$ cat src/rtl/segpage_pkg.sv
package segpage_pkg;
    localparam int AW        = 5;
    localparam int DW        = 8;
    localparam int OFF_W     = 4;
    localparam int PG_W      = 2;
    localparam int FR_W      = AW - PG_W;
    localparam int OP_W      = 3;
    localparam int MEM_DEPTH = 1 << AW;

    localparam logic [OP_W-1:0] OP_LOAD  = 3'b001;
    localparam logic [OP_W-1:0] OP_ADD   = 3'b010;
    localparam logic [OP_W-1:0] OP_SUB   = 3'b011;
    localparam logic [OP_W-1:0] OP_STORE = 3'b100;
    localparam logic [OP_W-1:0] OP_HALT  = 3'b111;

    typedef enum logic [3:0] {
        ST_IDLE, ST_F_SB, ST_F_SL, ST_F_PT, ST_F_RD,
        ST_O_SB, ST_O_SL, ST_O_PT, ST_O_AC, ST_HALT, ST_FAULT
    } state_e;

    typedef enum logic [1:0] {PH_SEGBASE, PH_SEGLEN, PH_PTE, PH_DATA} phase_e;

    typedef struct packed {
        state_e           st;
        logic [OFF_W-1:0] pc;
        logic [OP_W-1:0]  op;
        logic [OFF_W-1:0] opnd;
        logic [DW-1:0]    acc;
        logic [AW-1:0]    sbase;
        logic [FR_W-1:0]  frame;
        logic [AW-1:0]    stb;
        logic [AW-1:0]    ptb;
    } core_t;
endpackage

$ cat src/rtl/segpage_mem.sv
module segpage_mem #(
    parameter int AW = 5,
    parameter int DW = 8,
    localparam int DEPTH = 1 << AW
) (
    input  logic          clk,
    input  logic          we,
    input  logic [AW-1:0] waddr,
    input  logic [DW-1:0] wdata,
    input  logic [AW-1:0] raddr,
    output logic [DW-1:0] rdata,
    input  logic [AW-1:0] paddr,
    output logic [DW-1:0] pdata
);
    logic [DW-1:0] cells_q [DEPTH];

    always_ff @(posedge clk) begin
        if (we) begin
            cells_q[waddr] <= wdata;
        end
    end

    assign rdata = cells_q[raddr];
    assign pdata = cells_q[paddr];
endmodule

$ cat src/rtl/segpage_xlat.sv
module segpage_xlat
    import segpage_pkg::*;
#(
    parameter int XAW   = AW,
    parameter int XOFF  = OFF_W,
    parameter int XPG   = PG_W,
    localparam int XFR  = XAW - XPG
) (
    input  phase_e         phase,
    input  logic           seg,
    input  logic [XOFF-1:0] off,
    input  logic [XAW-1:0] stb,
    input  logic [XAW-1:0] ptb,
    input  logic [XAW-1:0] sbase,
    input  logic [XFR-1:0] frame,
    output logic [XAW-1:0] addr
);
    logic [XAW-1:0] desc_a;
    logic [XAW-1:0] lin;

    always_comb begin
        desc_a = stb + {{(XAW-2){1'b0}}, seg, 1'b0};
        lin    = sbase + {{(XAW-XOFF){1'b0}}, off};
        unique case (phase)
            PH_SEGBASE: addr = desc_a;
            PH_SEGLEN:  addr = desc_a + {{(XAW-1){1'b0}}, 1'b1};
            PH_PTE:     addr = ptb + {{XPG{1'b0}}, lin[XAW-1:XPG]};
            default:    addr = {frame, lin[XPG-1:0]};
        endcase
    end
endmodule

$ cat src/rtl/segpage_alu.sv
module segpage_alu
    import segpage_pkg::*;
#(
    parameter int ADW = DW
) (
    input  logic [OP_W-1:0] op,
    input  logic [ADW-1:0]  acc,
    input  logic [ADW-1:0]  operand,
    output logic [ADW-1:0]  result
);
    always_comb begin
        unique case (op)
            OP_LOAD: result = operand;
            OP_ADD:  result = acc + operand;
            OP_SUB:  result = acc - operand;
            default: result = acc;
        endcase
    end
endmodule

$ cat src/rtl/segpage_cpu.sv
module segpage_cpu
    import segpage_pkg::*;
(
    input  logic          clk,
    input  logic          rst_n,
    input  logic          start,
    input  logic [AW-1:0] stbl_base,
    input  logic [AW-1:0] ptbl_base,
    input  logic          ld_we,
    input  logic [AW-1:0] ld_addr,
    input  logic [DW-1:0] ld_data,
    input  logic [AW-1:0] peek_addr,
    output logic [DW-1:0] peek_data,
    output logic [DW-1:0] acc,
    output logic          busy,
    output logic          halted,
    output logic          fault
);
    core_t q, d;

    phase_e           phase;
    logic             seg_sel;
    logic [OFF_W-1:0] off_sel;
    logic [AW-1:0]    xaddr;
    logic [DW-1:0]    rdata;
    logic [DW-1:0]    alu_out;
    logic             cpu_we;
    logic             mem_we;
    logic [AW-1:0]    mem_waddr;
    logic [DW-1:0]    mem_wdata;
    logic             len_bad;

    segpage_xlat u_xlat (
        .phase(phase), .seg(seg_sel), .off(off_sel),
        .stb(q.stb), .ptb(q.ptb), .sbase(q.sbase), .frame(q.frame),
        .addr(xaddr)
    );

    segpage_alu u_alu (
        .op(q.op), .acc(q.acc), .operand(rdata), .result(alu_out)
    );

    segpage_mem #(.AW(AW), .DW(DW)) u_mem (
        .clk(clk), .we(mem_we), .waddr(mem_waddr), .wdata(mem_wdata),
        .raddr(xaddr), .rdata(rdata), .paddr(peek_addr), .pdata(peek_data)
    );

    always_comb begin
        d       = q;
        cpu_we  = 1'b0;
        seg_sel = 1'b0;
        off_sel = q.pc;
        phase   = PH_DATA;

        unique case (q.st)
            ST_F_SB, ST_O_SB: phase = PH_SEGBASE;
            ST_F_SL, ST_O_SL: phase = PH_SEGLEN;
            ST_F_PT, ST_O_PT: phase = PH_PTE;
            default:          phase = PH_DATA;
        endcase

        if (q.st inside {ST_O_SB, ST_O_SL, ST_O_PT, ST_O_AC}) begin
            seg_sel = 1'b1;
            off_sel = q.opnd;
        end

        len_bad = ({{(DW-OFF_W){1'b0}}, off_sel} >= rdata);

        unique case (q.st)
            ST_IDLE, ST_HALT, ST_FAULT: begin
                if (start) begin
                    d.st  = ST_F_SB;
                    d.pc  = '0;
                    d.stb = stbl_base;
                    d.ptb = ptbl_base;
                end
            end
            ST_F_SB: begin
                d.sbase = rdata[AW-1:0];
                d.st    = ST_F_SL;
            end
            ST_F_SL: d.st = len_bad ? ST_FAULT : ST_F_PT;
            ST_F_PT: begin
                d.frame = rdata[FR_W-1:0];
                d.st    = ST_F_RD;
            end
            ST_F_RD: begin
                d.op   = rdata[DW-1:DW-OP_W];
                d.opnd = rdata[OFF_W-1:0];
                d.pc   = q.pc + 1'b1;
                unique case (rdata[DW-1:DW-OP_W])
                    OP_HALT:                          d.st = ST_HALT;
                    OP_LOAD, OP_ADD, OP_SUB, OP_STORE: d.st = ST_O_SB;
                    default:                          d.st = ST_F_SB;
                endcase
            end
            ST_O_SB: begin
                d.sbase = rdata[AW-1:0];
                d.st    = ST_O_SL;
            end
            ST_O_SL: d.st = len_bad ? ST_FAULT : ST_O_PT;
            ST_O_PT: begin
                d.frame = rdata[FR_W-1:0];
                d.st    = ST_O_AC;
            end
            ST_O_AC: begin
                d.acc  = alu_out;
                cpu_we = (q.op == OP_STORE);
                d.st   = ST_F_SB;
            end
            default: d.st = ST_IDLE;
        endcase
    end

    always_comb begin
        mem_we    = cpu_we | (ld_we & ~busy);
        mem_waddr = cpu_we ? xaddr : ld_addr;
        mem_wdata = cpu_we ? q.acc : ld_data;
    end

    always_ff @(posedge clk or negedge rst_n) begin
        if (!rst_n) begin
            q <= '0;
        end else begin
            q <= d;
        end
    end

    assign acc    = q.acc;
    assign busy   = !(q.st inside {ST_IDLE, ST_HALT, ST_FAULT});
    assign halted = (q.st == ST_HALT) || (q.st == ST_FAULT);
    assign fault  = (q.st == ST_FAULT);
endmodule

$ cat config.mk
export PLATFORM = sky130hd
export DESIGN_NAME = segpage_cpu
export DESIGN_NICKNAME = d
export VERILOG_FILES = /design/src/rtl/segpage_pkg.sv /design/src/rtl/segpage_mem.sv /design/src/rtl/segpage_xlat.sv /design/src/rtl/segpage_alu.sv /design/src/rtl/segpage_cpu.sv
export SDC_FILE = /design/constraint.sdc
export NUM_CORES = 1
export LEC_CHECK = 0
export BUFFER_PORTS_ARGS = -buffer_cell sky130_fd_sc_hd__buf_2
export CORE_MARGIN = 3
export CORE_UTILIZATION = 43
export DETAILED_ROUTE_END_ITERATION = 10
export SLEW_MARGIN = 20
export SYNTH_ARGS = -nofsm -noshare
export SYNTH_HDL_FRONTEND = slang
export SYNTH_SLANG_ARGS = --single-unit
$ cat constraint.sdc
create_clock -name clk -period 11 [get_ports clk]
set_clock_uncertainty 0.2 [all_clocks]
set_input_delay 0.55 -clock clk [delete_from_list [all_inputs] [get_ports clk]]
set_output_delay 0.55 -clock clk [all_outputs]
set_load 0.005 [all_outputs]
==> results.md <==
Clocking:
- After clock tree synthesis, the repair step resized 0 gates.
- Counting every sink on the clock net gives 297.
- In this run the clock root is driven by a sky130_fd_sc_hd__clkbuf_16.
- The clock-pin transition on the worst setup and hold timing paths is about 0.060 ns.
- The clock tree synthesis step divided the H-tree into 2 levels.
- Counting along the longest clock path gives a buffer depth of 3.
- Buffers inserted during clock tree synthesis total 35.
- At the later pin of the worst-skew pair, clock insertion delay measures roughly 0.54 ns.
- TritonCTS built the clock tree.

Status:
- The flow ran to the end, and the final reports show no timing, DRC or antenna violations.

Synth:
- The number of distinct library cells after synthesis is 83.
- For this run, the leading register cell type out of synthesis is sky130_fd_sc_hd__edfxtp_1.
- The fraction of registers with async set/reset is roughly 14%.
- The count of yosys warnings during synthesis is 0.
- The mean cell area of the mapped netlist is roughly 13 um2.
- The number of enable-type register cells in the synthesized netlist is 256.
- The register bit count reported by yosys is a little under 300.
- Sequential cells were found to cover between 50% and 60% of the synthesized design area.
- The synthesized netlist net count is 1220.
- In this run the cell area of the synthesized design comes to between 15000 and 20000 um2.
- Counting every instance in the synthesized netlist gives around 1200.

Timing:
- Setup total negative slack on the finished layout was measured at 0 ns.
- The hold violation count in the final report was 0.
- Dividing the final minimum period by the clock period gives between 80% and 90%.
- Timing would allow up to around 110 MHz.
- The count of final max-slew check failures is 0.
- Setup repair after global routing left no endpoint under its margin.
- The worst relative slew slack is 20.7%.
- The minimum period implied by the final worst setup slack is between 9 and 10 ns.
- Setup violations remaining at the end of the flow were counted as 0.
- At the pin with the least slew margin, the transition time is between 1 and 1.5 ns.

Route:
- The remaining number of nets flagged by the antenna check after routing is 0.
- After detailed routing, the average wire length per cell comes to 26.3 um.
- The overall routed net length is 44000 um.
- Summing over every cut layer, the via total after detailed routing is 10400.
- After the first detailed-routing iteration, the DRC count stood at approximately 1100.
- The total iterations of the first detailed-routing run is 5.
- Using the TritonRoute via totals, the vias-per-cell ratio works out to around 6.2.
- The number of remaining DRC errors is 0.

Global route:
- The pin count of the biggest net entering global routing is 78.
- The via count of the first global-routing pass is approximately 10000.
- The wire length of the first global-routing pass is 65800 um.
- The total global-route track usage is roughly 23%.
- The number of antenna violations at the first check in global routing is 0.
- The final global-route overflow total is 0.

Hold path:
- The number of cells traversed by the worst hold path is 3.
- The kind of path behind the tightest hold check is in2reg.

Floorplanning:
- The die width is a little under 200 um.
- The placeable core region is roughly 36000 um2.
- The vertical die dimension is slightly below 200 um.
- The initial utilization of the core area, before any placement, comes to a little over two fifths.
- The die covers approximately 39000 um2.
- 51 I/O pins were placed.
- In this run the core area contains 69 standard-cell rows.

Worst setup path:
- The depth of the worst register-to-register path is 29.
- For this design, the slowest cell found on the critical path is sky130_fd_sc_hd__dfrtp_1.
- Across all register-to-register paths, the minimum setup slack is roughly 1.9 ns.
- The startpoint identified for the worst register-to-register timing path is q[38]$_DFFE_PN0P_.
- Along the worst path, the maximum fanout reaches 38.
- The largest single stage delay on the critical path is about 0.79 ns.
- The critical path ends at acc[7]$_DFFE_PN0P_.
- The critical path is of the reg2reg type.
- The endpoint identified for the worst register-to-register timing path is acc[7]$_DFFE_PN0P_.
- At the worst endpoint, the arrival time is about 9.3 ns.
- The required time at the endpoint of the critical path is between 10 and 15 ns.
- The most frequent cell on the critical path is sky130_fd_sc_hd__ha_1.
- STA classifies the critical path startpoint as a flip-flop.
- The capturing element type of the critical path is a flip-flop.
- The startpoint of the most critical setup path is q[38]$_DFFE_PN0P_.

Place:
- Routability-driven placement finished with a final weighted congestion of between 0.8 and 0.9.
- Input and output buffers added on the ports amount to 50.
- Detailed placement ended at an HPWL of roughly 29000 um.
- The number of cells after detailed placement is roughly 1600.

Finish:
- The number of antenna diodes in the final layout is 0.
- Once layout is complete, the cells apart from fillers number between 1500 and 2000.
- The core utilization of the finished layout is about half.
- The layout overhead on the synthesized area is 10.9%.
- Cells with a size suffix above 1 make up around a fifth of the layout.
- The final net count is approximately 1200.

Job:
- Across the run, the number of max-cap violations was 0.
## per-stage QoR
| stage | hold slack, ns | instance area, um2 | setup slack, ns |
|---|---|---|---|
| global placement | 0.285 | 16100 | 2.23 |
| global route | 0.0212 | 17300 | 1.28 |
| detailed placement | 0.280 | 16100 | 2.00 |
| finish | 0.0204 | 17300 | 1.90 |
| CTS | 0.00311 | 17200 | 1.99 |
| floorplan | 0.0544 | 15600 | 3.40 |
## critical path, delay by kind of cell, from the launching register on
family,cells,cell delay (ns)
buf+inv,1,0.58
compound gates,13,3.48
mux,3,0.68
flops,1,0.79
xor+xnor,3,0.53
fa+ha+maj,6,2.03
simple gates,3,0.68
## synth_stat cells (15+ instances only)
library cell / instances / area (um2)
sky130_fd_sc_hd__edfxtp_1: 256 / 7690
sky130_fd_sc_hd__nand2_1: 209 / 785
sky130_fd_sc_hd__mux4_2: 80 / 1800
sky130_fd_sc_hd__mux2i_1: 77 / 771
sky130_fd_sc_hd__nor2_1: 54 / 203
sky130_fd_sc_hd__a21oi_1: 42 / 210
sky130_fd_sc_hd__dfrtp_1: 41 / 1030
sky130_fd_sc_hd__nand3_1: 32 / 160
sky130_fd_sc_hd__o21ai_0: 32 / 160
sky130_fd_sc_hd__buf_2: 23 / 115
sky130_fd_sc_hd__ha_1: 23 / 288
sky130_fd_sc_hd__mux2_2: 21 / 236
sky130_fd_sc_hd__buf_4: 18 / 135
sky130_fd_sc_hd__clkbuf_1: 18 / 67.6
sky130_fd_sc_hd__inv_1: 15 / 56.3
sky130_fd_sc_hd__xnor2_1: 15 / 131
## kinds of logic after synthesis
kind of cell	share of synthesized area, %
AO/OA/AOI/OAI	8.99
multiplexers	18.1
adder cells (fa/ha/maj)	2.23
XOR/XNOR	1.29
buffers and inverters	3.27
flip-flops	56.0
AND/OR/NAND/NOR	10.1
## area by class of cell
cell class / count / area [um2]
tap: 461 / 577
clock inverter: 25 / 241
inverter: 16 / 60.1
fill: 3133 / 18400
clock buffer: 36 / 880
sequential: 297 / 8710
timing repair buffer: 66 / 408
multi-input combinational: 771 / 6390
## metal layers
layer | vias to the layer above | GRT usage (%) | share of wire [%]
met5 | - | 0 | 0
met2 | 502 | 36.4 | 47
li1 | 4539 | - | -
met1 | 5296 | 32.3 | 42
met4 | 0 | 6.97 | 3.2
met3 | 83 | 4.19 | 8.0
## worst min path at each step
| stage | from | end | slack [ns] |
|---|---|---|---|
| floorplan | rst_n | acc[0]$_DFFE_PN0P_ | 0.05 |
| global placement | q[36]$_DFFE_PN0P_ | q[36]$_DFFE_PN0P_ | 0.29 |
| detailed placement | q[0]$_DFFE_PN0P_ | q[0]$_DFFE_PN0P_ | 0.28 |
| CTS | ptbl_base[0] | q[0]$_DFFE_PN0P_ | 0.003 |
| global route | stbl_base[2] | q[7]$_DFFE_PN0P_ | 0.02 |
| finish | stbl_base[2] | q[7]$_DFFE_PN0P_ | 0.02 |
## cell usage in the layout (no fill, tap or decap), types with 4 or more instances in the layout
master                      netlist  routed
sky130_fd_sc_hd__a221o_1          5       5
sky130_fd_sc_hd__mux2i_1         77      77
sky130_fd_sc_hd__nand2_1        209     209
sky130_fd_sc_hd__a21o_1          13      13
sky130_fd_sc_hd__a32oi_1          9       9
sky130_fd_sc_hd__o21ai_0         32      31
sky130_fd_sc_hd__xor2_1           8       8
sky130_fd_sc_hd__a21oi_1         42      42
sky130_fd_sc_hd__buf_4           18      14
sky130_fd_sc_hd__bufinv_16        0       4
sky130_fd_sc_hd__a31oi_1          7       7
sky130_fd_sc_hd__a221oi_1         5       5
sky130_fd_sc_hd__nand2b_1         5       5
sky130_fd_sc_hd__buf_2           23      49
sky130_fd_sc_hd__clkbuf_16        0      35
sky130_fd_sc_hd__dfrtp_1         41      41
sky130_fd_sc_hd__o221ai_1         4       4
sky130_fd_sc_hd__nand3_1         32      32
sky130_fd_sc_hd__mux2_2          21      21
sky130_fd_sc_hd__nor2_1          54      53
sky130_fd_sc_hd__clkinv_1         0      12
sky130_fd_sc_hd__a22o_1           4       4
sky130_fd_sc_hd__edfxtp_1       256     256
sky130_fd_sc_hd__o22ai_1          4       4
sky130_fd_sc_hd__xnor2_1         15      15
sky130_fd_sc_hd__o21ai_1          4       4
sky130_fd_sc_hd__a22oi_1         12      12
sky130_fd_sc_hd__and3_1          12      12
sky130_fd_sc_hd__ha_1            23      23
sky130_fd_sc_hd__nor2b_1          4       4
sky130_fd_sc_hd__nor3_1          13      13
sky130_fd_sc_hd__inv_1           15      15
sky130_fd_sc_hd__mux4_2          80      80
## sequential cells by signal (all words and copies together) (netlist names)
| register | cells |
|---|---|
| acc | 8 |
| q | 33 |
| u_mem.cells_q | 256 |
## repair_timing
action	CTS	global route
hold buffers	1	0
endpoints found under the hold margin	15	0
buffers inserted	0	0
Power is not shown: default switching activity piles up to over one toggle a cycle in this logic, so the estimate is an artifact.
